$ cat src/rtl/phase_align_seq.sv
module phase_align_seq #(
  parameter int CODE_W        = 6,
  parameter int ADJ_W         = 16,
  parameter int SETTLE_CYC    = 2,
  parameter int SAMPLE_WAIT   = 4,
  parameter int FWD_STEPS     = 5,
  parameter int BACK_STEPS    = 3,
  parameter int RETREAT_STEPS = 5,
  parameter int MAX_TRIES     = 10
) (
  input  logic              clk,
  input  logic              rst_n,
  input  logic              start,
  input  logic              cmp_in,
  output logic [CODE_W-1:0] phase_code,
  output logic              load_tgl,
  output logic              done,
  output logic              fail,
  output logic [ADJ_W-1:0]  adj_count
);
  localparam int TMAX  = (SETTLE_CYC > SAMPLE_WAIT) ? SETTLE_CYC : SAMPLE_WAIT;
  localparam int TW    = $clog2(TMAX + 1);
  localparam int SMAX0 = (FWD_STEPS > BACK_STEPS) ? FWD_STEPS : BACK_STEPS;
  localparam int SMAX  = (SMAX0 > RETREAT_STEPS) ? SMAX0 : RETREAT_STEPS;
  localparam int CW    = $clog2(SMAX + 1);
  localparam int TRW   = $clog2(MAX_TRIES + 1);
  localparam logic [ADJ_W-1:0] ADJ_LAST = ~ADJ_W'(1);
  localparam logic [TRW-1:0]   TRY_LAST = TRW'(MAX_TRIES - 1);

  typedef enum logic [1:0] {IDLE, SETTLE, SAMPLE} st_t;
  typedef enum logic [2:0] {SRCH, FWD, BACK, RETR, RSRCH, FIN} stage_t;

  st_t             st;
  stage_t          stage, nstage;
  logic [1:0]      sync;
  logic            prev, restart, hit;
  logic [CW-1:0]   cnt, ncnt;
  logic [TRW-1:0]  tries;
  logic [TW-1:0]   tmr;
  logic [CODE_W-1:0] ncode;

  wire cmp_s = sync[1];
  wire [CODE_W-1:0] code_up = CODE_W'(phase_code + 1'b1);
  wire [CODE_W-1:0] code_dn = CODE_W'(phase_code - 1'b1);
  wire adj_hit  = (adj_count == ADJ_LAST);
  wire tries_out = restart && (tries == TRY_LAST);

  assign hit = (cmp_s != prev) && !cmp_s;

  always_comb begin
    nstage  = stage;
    ncode   = phase_code;
    ncnt    = CW'(cnt + 1'b1);
    restart = 1'b0;
    case (stage)
      SRCH, RSRCH: begin
        if (hit) begin
          nstage = (stage == SRCH) ? FWD : FIN;
          ncode  = (stage == SRCH) ? phase_code : code_dn;
          ncnt   = '0;
        end else begin
          ncode = cmp_s ? code_up : code_dn;
        end
      end
      FWD: begin
        if (cmp_s) restart = 1'b1;
        else if (cnt == CW'(FWD_STEPS - 1)) begin
          nstage = BACK; ncode = code_dn; ncnt = '0;
        end else ncode = code_up;
      end
      BACK: begin
        if (cmp_s) restart = 1'b1;
        else begin
          ncode = code_dn;
          if (cnt == CW'(BACK_STEPS - 1)) begin nstage = RETR; ncnt = '0; end
        end
      end
      RETR: begin
        if (cnt == CW'(RETREAT_STEPS - 1)) begin
          if (!cmp_s) restart = 1'b1;
          else begin nstage = RSRCH; ncnt = '0; end
        end else ncode = code_dn;
      end
      default: ;
    endcase
    if (restart) begin
      nstage = SRCH;
      ncode  = phase_code;
      ncnt   = '0;
    end
  end

  always_ff @(posedge clk) begin
    if (!rst_n) begin
      st <= IDLE; stage <= SRCH; sync <= '0; prev <= 1'b0;
      cnt <= '0; tries <= '0; tmr <= '0;
      phase_code <= '0; load_tgl <= 1'b0;
      done <= 1'b0; fail <= 1'b0; adj_count <= '0;
    end else begin
      sync <= {sync[0], cmp_in};
      done <= 1'b0;
      fail <= 1'b0;
      case (st)
        IDLE: if (start) begin
          adj_count <= '0; tries <= '0; prev <= cmp_s;
          stage <= SRCH; cnt <= '0;
          tmr <= TW'(SETTLE_CYC - 1); st <= SETTLE;
        end
        SETTLE: begin
          if (tmr != '0) tmr <= tmr - 1'b1;
          else begin
            load_tgl <= ~load_tgl;
            if (stage == FIN) begin done <= 1'b1; st <= IDLE; end
            else begin tmr <= TW'(SAMPLE_WAIT - 1); st <= SAMPLE; end
          end
        end
        SAMPLE: begin
          if (tmr != '0) tmr <= tmr - 1'b1;
          else begin
            adj_count <= adj_count + 1'b1;
            if (adj_hit || tries_out) begin
              fail <= 1'b1; st <= IDLE;
            end else begin
              prev <= cmp_s; stage <= nstage; cnt <= ncnt;
              phase_code <= ncode;
              if (restart) tries <= tries + 1'b1;
              tmr <= TW'(SETTLE_CYC - 1); st <= SETTLE;
            end
          end
        end
        default: st <= IDLE;
      endcase
    end
  end
endmodule

$ cat config.mk
export PLATFORM = sky130hd
export DESIGN_NAME = phase_align_seq
export DESIGN_NICKNAME = d
export VERILOG_FILES = /design/src/rtl/phase_align_seq.sv
export SDC_FILE = /design/constraint.sdc
export NUM_CORES = 1
export LEC_CHECK = 0
export BUFFER_PORTS_ARGS = -buffer_cell sky130_fd_sc_hd__clkbuf_2
export CAP_MARGIN = 20
export CORE_MARGIN = 5
export CORE_UTILIZATION = 45
export DETAILED_ROUTE_END_ITERATION = 7
export PLACE_DENSITY_LB_ADDON = 0.25
export SLEW_MARGIN = 20
export SYNTH_ARGS = -nofsm -noshare
export SYNTH_HDL_FRONTEND = slang
export SYNTH_SLANG_ARGS = --single-unit
$ cat constraint.sdc
create_clock -name clk -period 4 [get_ports clk]
set_clock_uncertainty 0.05 [all_clocks]
set_input_delay 0 -clock clk [delete_from_list [all_inputs] [get_ports clk]]
set_output_delay 0 -clock clk [all_outputs]
set_load 0.01 [all_outputs]
# --- Word level (Yosys, flattened, before mapping) ---
# Index checks and enable logic that the tools add are counted.
# Widths: inputs -> output; s select.
word_totals:
  ff_bits: 43
  latchBits: 0
  mem_bits_rw: 0
  rom_bits: 0
  input_bits: 4
  out_inout_bits: 25
  memories: 0
classes:
  n_addsub: 6
  multipliers: 0
  div: 0
  n_lt_le_gt_ge: 0
  n_eq_ne: 31
  shift: 0
  muxes: 64
  bitwise_logic: 7
  reduce_logical: 22
ops:
  columns: ["op", "count"]
  rows:
  - ["$mux 3", 27]
  - ["$mux 6", 7]
  - ["$mux 16", 2]
  - ["$pmux 16 s2", 1]
  - ["$ne 4x4->1 const B", 7]
  - ["$pmux 3 s4", 2]
  - ["$pmux 6 s4", 1]
  - ["$add 16x1->16 const B", 1]
  - ["$eq 16x16->1 const B", 1]
  - ["$mux 4", 4]
  - ["$ne 2x2->1 const B", 8]
  - ["$pmux 3 s2", 2]
  - ["$reduce_and 12->1", 1]
  - ["$eq 3x2->1 const B", 3]
  - ["$eq 3x3->1 const B", 3]
  - ["$mux 1", 9]
  - ["$ne 3x3->1 const B", 3]
  - ["$pmux 3 s3", 1]
  - ["$reduce_and 9->1", 1]
  - ["$mux 2", 4]
  - ["$pmux 4 s2", 1]
  - ["$reduce_and 4->1", 2]
  - ["$not 1->1", 7]
  - ["$add 6x1->6 const B", 1]
  - ["25 further kinds", 31]

# --- Longest topological paths before layout ---
logic_depth:
  ltp_word: 8
  depth_mapped: 9
  mapped_depth_nobuf: 8

# --- Worst setup path after synthesis ---
# Ideal clock, no wire load.
synth_path:
  path_kind: "register -> register"
  from: "reg tmr[0]"
  to: "reg adj_count[14]"
  setup_time_ps: 128
  t_arrival_ps: 1918
  setup_slack_ps: 1904
  stages_incl_launch_ff: 10
  period_less_slack_ps: 2096
  cell_sequence: "dfxtp_1 nor2_1 ha_1 buf_2 nor2b_1 or4b_4 or2_1 nor3_2 xnor2_1 nor2_1"
synth_via:
  elab_chain_cells: 3
synth_rtl:
  columns: ["item", "line_no", "text"]
  rows:
  - ["from (decl)", "39", "logic [TW-1:0] tmr;"]
  - ["from (signal assigned)", "110", "if (tmr != '0) tmr <= tmr - 1'b1;"]
  - ["from (signal assigned)", "118", "if (tmr != '0) tmr <= tmr - 1'b1;"]
  - ["$reduce_bool 3->1", "118", null]
  - ["$ne 2x2->1 (no source line)", null, null]
  - ["$reduce_and 3->1 (no source line)", null, null]
  - ["to (signal assigned)", "120", "adj_count <= adj_count + 1'b1;"]
  - ["to (decl)", "19", "output logic [ADJ_W-1:0] adj_count"]
# No other way between the ends.
# A chain may end at the register's enable or synchronous reset.

# --- Worst setup path in the final report ---
layout_path:
  from: "reg st[0]"
  to: "reg adj_count[14]"
layout_via:
  elab_chain_cells: 3
  word_cells_on_any_way: 7
layout_rtl:
  columns: ["item", "line_no", "text"]
  rows:
  - ["from (decl)", "33", "st_t st;"]
  - ["from (signal assigned)", "95", "st <= IDLE; stage <= SRCH; sync <= '0; prev <= 1'b0;"]
  - ["from (signal assigned)", "107", "tmr <= TW'(SETTLE_CYC - 1); st <= SETTLE;"]
  - ["from (signal assigned)", "113", "if (stage == FIN) begin done <= 1'b1; st <= IDLE; end"]
  - ["$eq 2x2->1 / $logic_not 2->1 (equally long branches)", "103", "case (st)"]
  - ["$ne 2x2->1 (no source line) / $reduce_bool 2->1 (equally long branches)", null, null]
  - ["$reduce_and 3->1 (no source line)", null, null]
# Parallel ways exist; a longest one is shown, timed or not.

==> impl_results.md <==
* Clk slew on worst S/H paths at 0.08 ns
* CP required at 4.11 ns
* Clock share of power at 26.4%
* Hold Path Depth at 2
* Ports at 29
* All-Layer GR Usage at 15.2%
* CTS Buffer Depth at 2
* Filler Cells Inserted at 499
* Fin. Hold Viols at 0
* Die ar. at 7030 µm²
* Cell family with most CP delay: simple AND/OR/NAND/NOR gates
* Cell depth of the worst setup path at 8
* Comb power frac at 30.9%
* Drt first pass iters at 4
* Sw Ratio at 35.3%
* PwrDens at 424 nW/µm²
* Layout Nets at 337
* RD Place Congestion at 0.790
* Post-CTS Setup Bufs at 0
* Number of vias per cell at 5.33
* Post-synth EDFFs at 0
* Root buffer cell: clkbuf_8
* Yosys warning count at 0
* Crit path time final at 2.53 ns
* Largest area contributor in the netlist: dfxtp_1
* # diodes at 0
* Slowest stage delay, CP at 0.58 ns
* Arr. time, crit path at 2.64 ns
* Final period util at 63.2%
* Row count at 26
* Status: finished, final reports clean
* Post-synth top cells: dfxtp_1 (43), nor2_1 (43), nand2_1 (28)
* Register area share after synthesis at 35.1%
* Post-synth ARST share at 0%
* Worst setup SP type: flop
* CORE AREA at 5200 µm²
* CP bufs+invs at 1
* Multi-input logic area at 1480 µm²
* Synth cell types at 62
* Flops & latches, synth at 43
* Routed wire length at 5050 µm
* Synthesis-to-layout area growth at 12.0%
* Max transition margin at 55.0%
* DRC viols at 0
* Fin. max-slew vios at 0
* Max_cap viols at 0
* Syn nets at 310
* Clock latency on the worst-skew pair at 0.29 ns
* Drt initial violations at 78
* VDD IR max at 0.272 mV
* Core Util, Final at 52.8%
* Post-Syn Instances at 291
* Max Fclk at 0.396 GHz
* Hold Crit Class: in2reg
* Worst path cell trace: inv_1 -> ha_1 -> mux2i_1 -> or4b_4 -> or2_1 -> nor3_2 -> xnor2_1 -> nor2_1
* Crit Path Max Fanout at 16
* Layout cell share with drive strength beyond 1 at 16.3%
* CTS Sinks at 43
* Int Power at 0.754 mW
* FF+latch area at 861 µm²
* Cell with the largest stage delay on the worst path: or4b_4
* DR vias at 2075
* Die H at 83.9 µm
* DIE WIDTH at 83.9 µm
* Yosys top cell area share at 35.1%
* Post-DP HPWL at 3710 µm
* Area after DPL at 2630 µm²
* CTS tree: done
* Initial Util at 47.2%
* Global-route wire length before repair at 9050 µm
* Vias in the first global route at 1983
* Worst Reg-to-Reg Cells at 8
* H-tree depth at 2
* Synth top area cells: dfxtp_1 (35%), ha_1 (7.6%), nor2_1 (6.6%), xor2_1 (5.4%), nand2_1 (4.3%)
* Final Cell Area at 2750 µm²
* CTS buffer count at 5
* Worst Max-Slew Pin Slew at 0.675 ns
* Synth Flop Type: dfxtp_1
* WL per Instance at 13.0 µm
* Final setup TNS at 0 ns
* Critical path class: reg2reg
* Sequential share of power at 42.7%
* Global route overflow at 0
* Mean Syn Cell Area at 8.44 µm²
* Buffers on Ports at 28
* Largest net degree at the start of global routing at 20
* Post-Syn Area at 2450 µm²
* Setup violators final at 0
* RSZ-0062 raised after global routing: no
* Initial antenna violation count at 0
* Leakage at 1.05 nW
* Crit. End Element: flop
* Pwr Total at 1.17 mW
* Remaining antenna violation count after routing at 0
* Net Sw Power at 0.411 mW
## layout make-up
| cell class | instances | area share, % |
|---|---|---|
| multi-input cells | 222 | 53.9 |
| flip-flops and latches | 43 | 31.3 |
| inverters | 17 | 2.32 |
| clock inverters | 1 | 0.273 |
| well taps | 70 | 3.19 |
| repair buffers | 29 | 5.46 |
| clock buffers | 7 | 3.50 |
## state kept, by name (all words and copies together), names as in the netlist
| register | cells |
|---|---|
| st | 2 |
| tmr | 3 |
| prev | 1 |
| adj_count | 16 |
| tries | 4 |
| done | 1 |
| cnt | 3 |
| stage | 3 |
| phase_code | 6 |
| fail | 1 |
| load_tgl | 1 |
| sync | 2 |
## placed cells by master, fill, tap and decap left out, drive strengths merged, types with 4 or more instances in the layout
cell type and n:
nor2 43, dfxtp 43, clkbuf 35, nand2 28, inv 16, xor2 15
ha 15, a21oi 12, o21ai 12, nand3 11, nand4 8, xnor2 8
nor3 5, nor4 5, nand2b 4, a22oi 4, or3 4
## power groups by stage
stage,Combinational (mW),Clock (mW),Sequential (mW)
after global routing,0.410,0.343,0.502
after global placement,0.355,0,0.506
after floorplan,0.273,0,0.507
final,0.360,0.308,0.498
after CTS,0.360,0.320,0.497
after detailed placement,0.357,0,0.507
## worst paths after layout
check | startpoint | slack (ns) | endpoint
max | st[0]$_SDFFE_PN0P_ | 1.47 | adj_count[14]$_SDFFE_PN0P_
min | rst_n | 0.09 | stage[2]$_SDFFE_PN0P_
max reg2reg | st[0]$_SDFFE_PN0P_ | 1.47 | adj_count[14]$_SDFFE_PN0P_
min reg2reg | sync[0]$_SDFF_PN0_ | 0.39 | sync[1]$_SDFF_PN0_
## stage by stage
step / worst slack (ns) / std cells / hold WS, ns
floorplan: 1.90 / 291 / 0.0773
global placement: 1.54 / 380 / 0.159
detailed placement: 1.48 / 380 / 0.168
CTS: 1.47 / 389 / 0.0696
global route: 1.25 / 389 / 0.108
finish: 1.47 / 389 / 0.0870
## cell families after synthesis
kind of cell | synth area share [%]
mux | 0.866
flops | 35.1
simple gates | 27.8
buf+inv | 4.69
xor+xnor | 8.21
compound gates | 15.7
fa+ha+maj | 7.65
## layer usage
layer	up-vias	global-route usage [%]	part of all wire (%)	wire length [µm]
met3	9	3.65	3.9	197
met5	-	0	0	0
met1	961	20.0	48	2430
met2	34	24.4	46	2340
met4	0	4.97	1.6	80
li1	1071	-	-	-
## repair_timing
action                                 CTS  global route
resized for setup                        0             0
setup endpoints to repair                0             0
hold buffers                             1             0
endpoints found under the hold margin    1             0
Note: power is estimated with default switching activity, not from simulation.
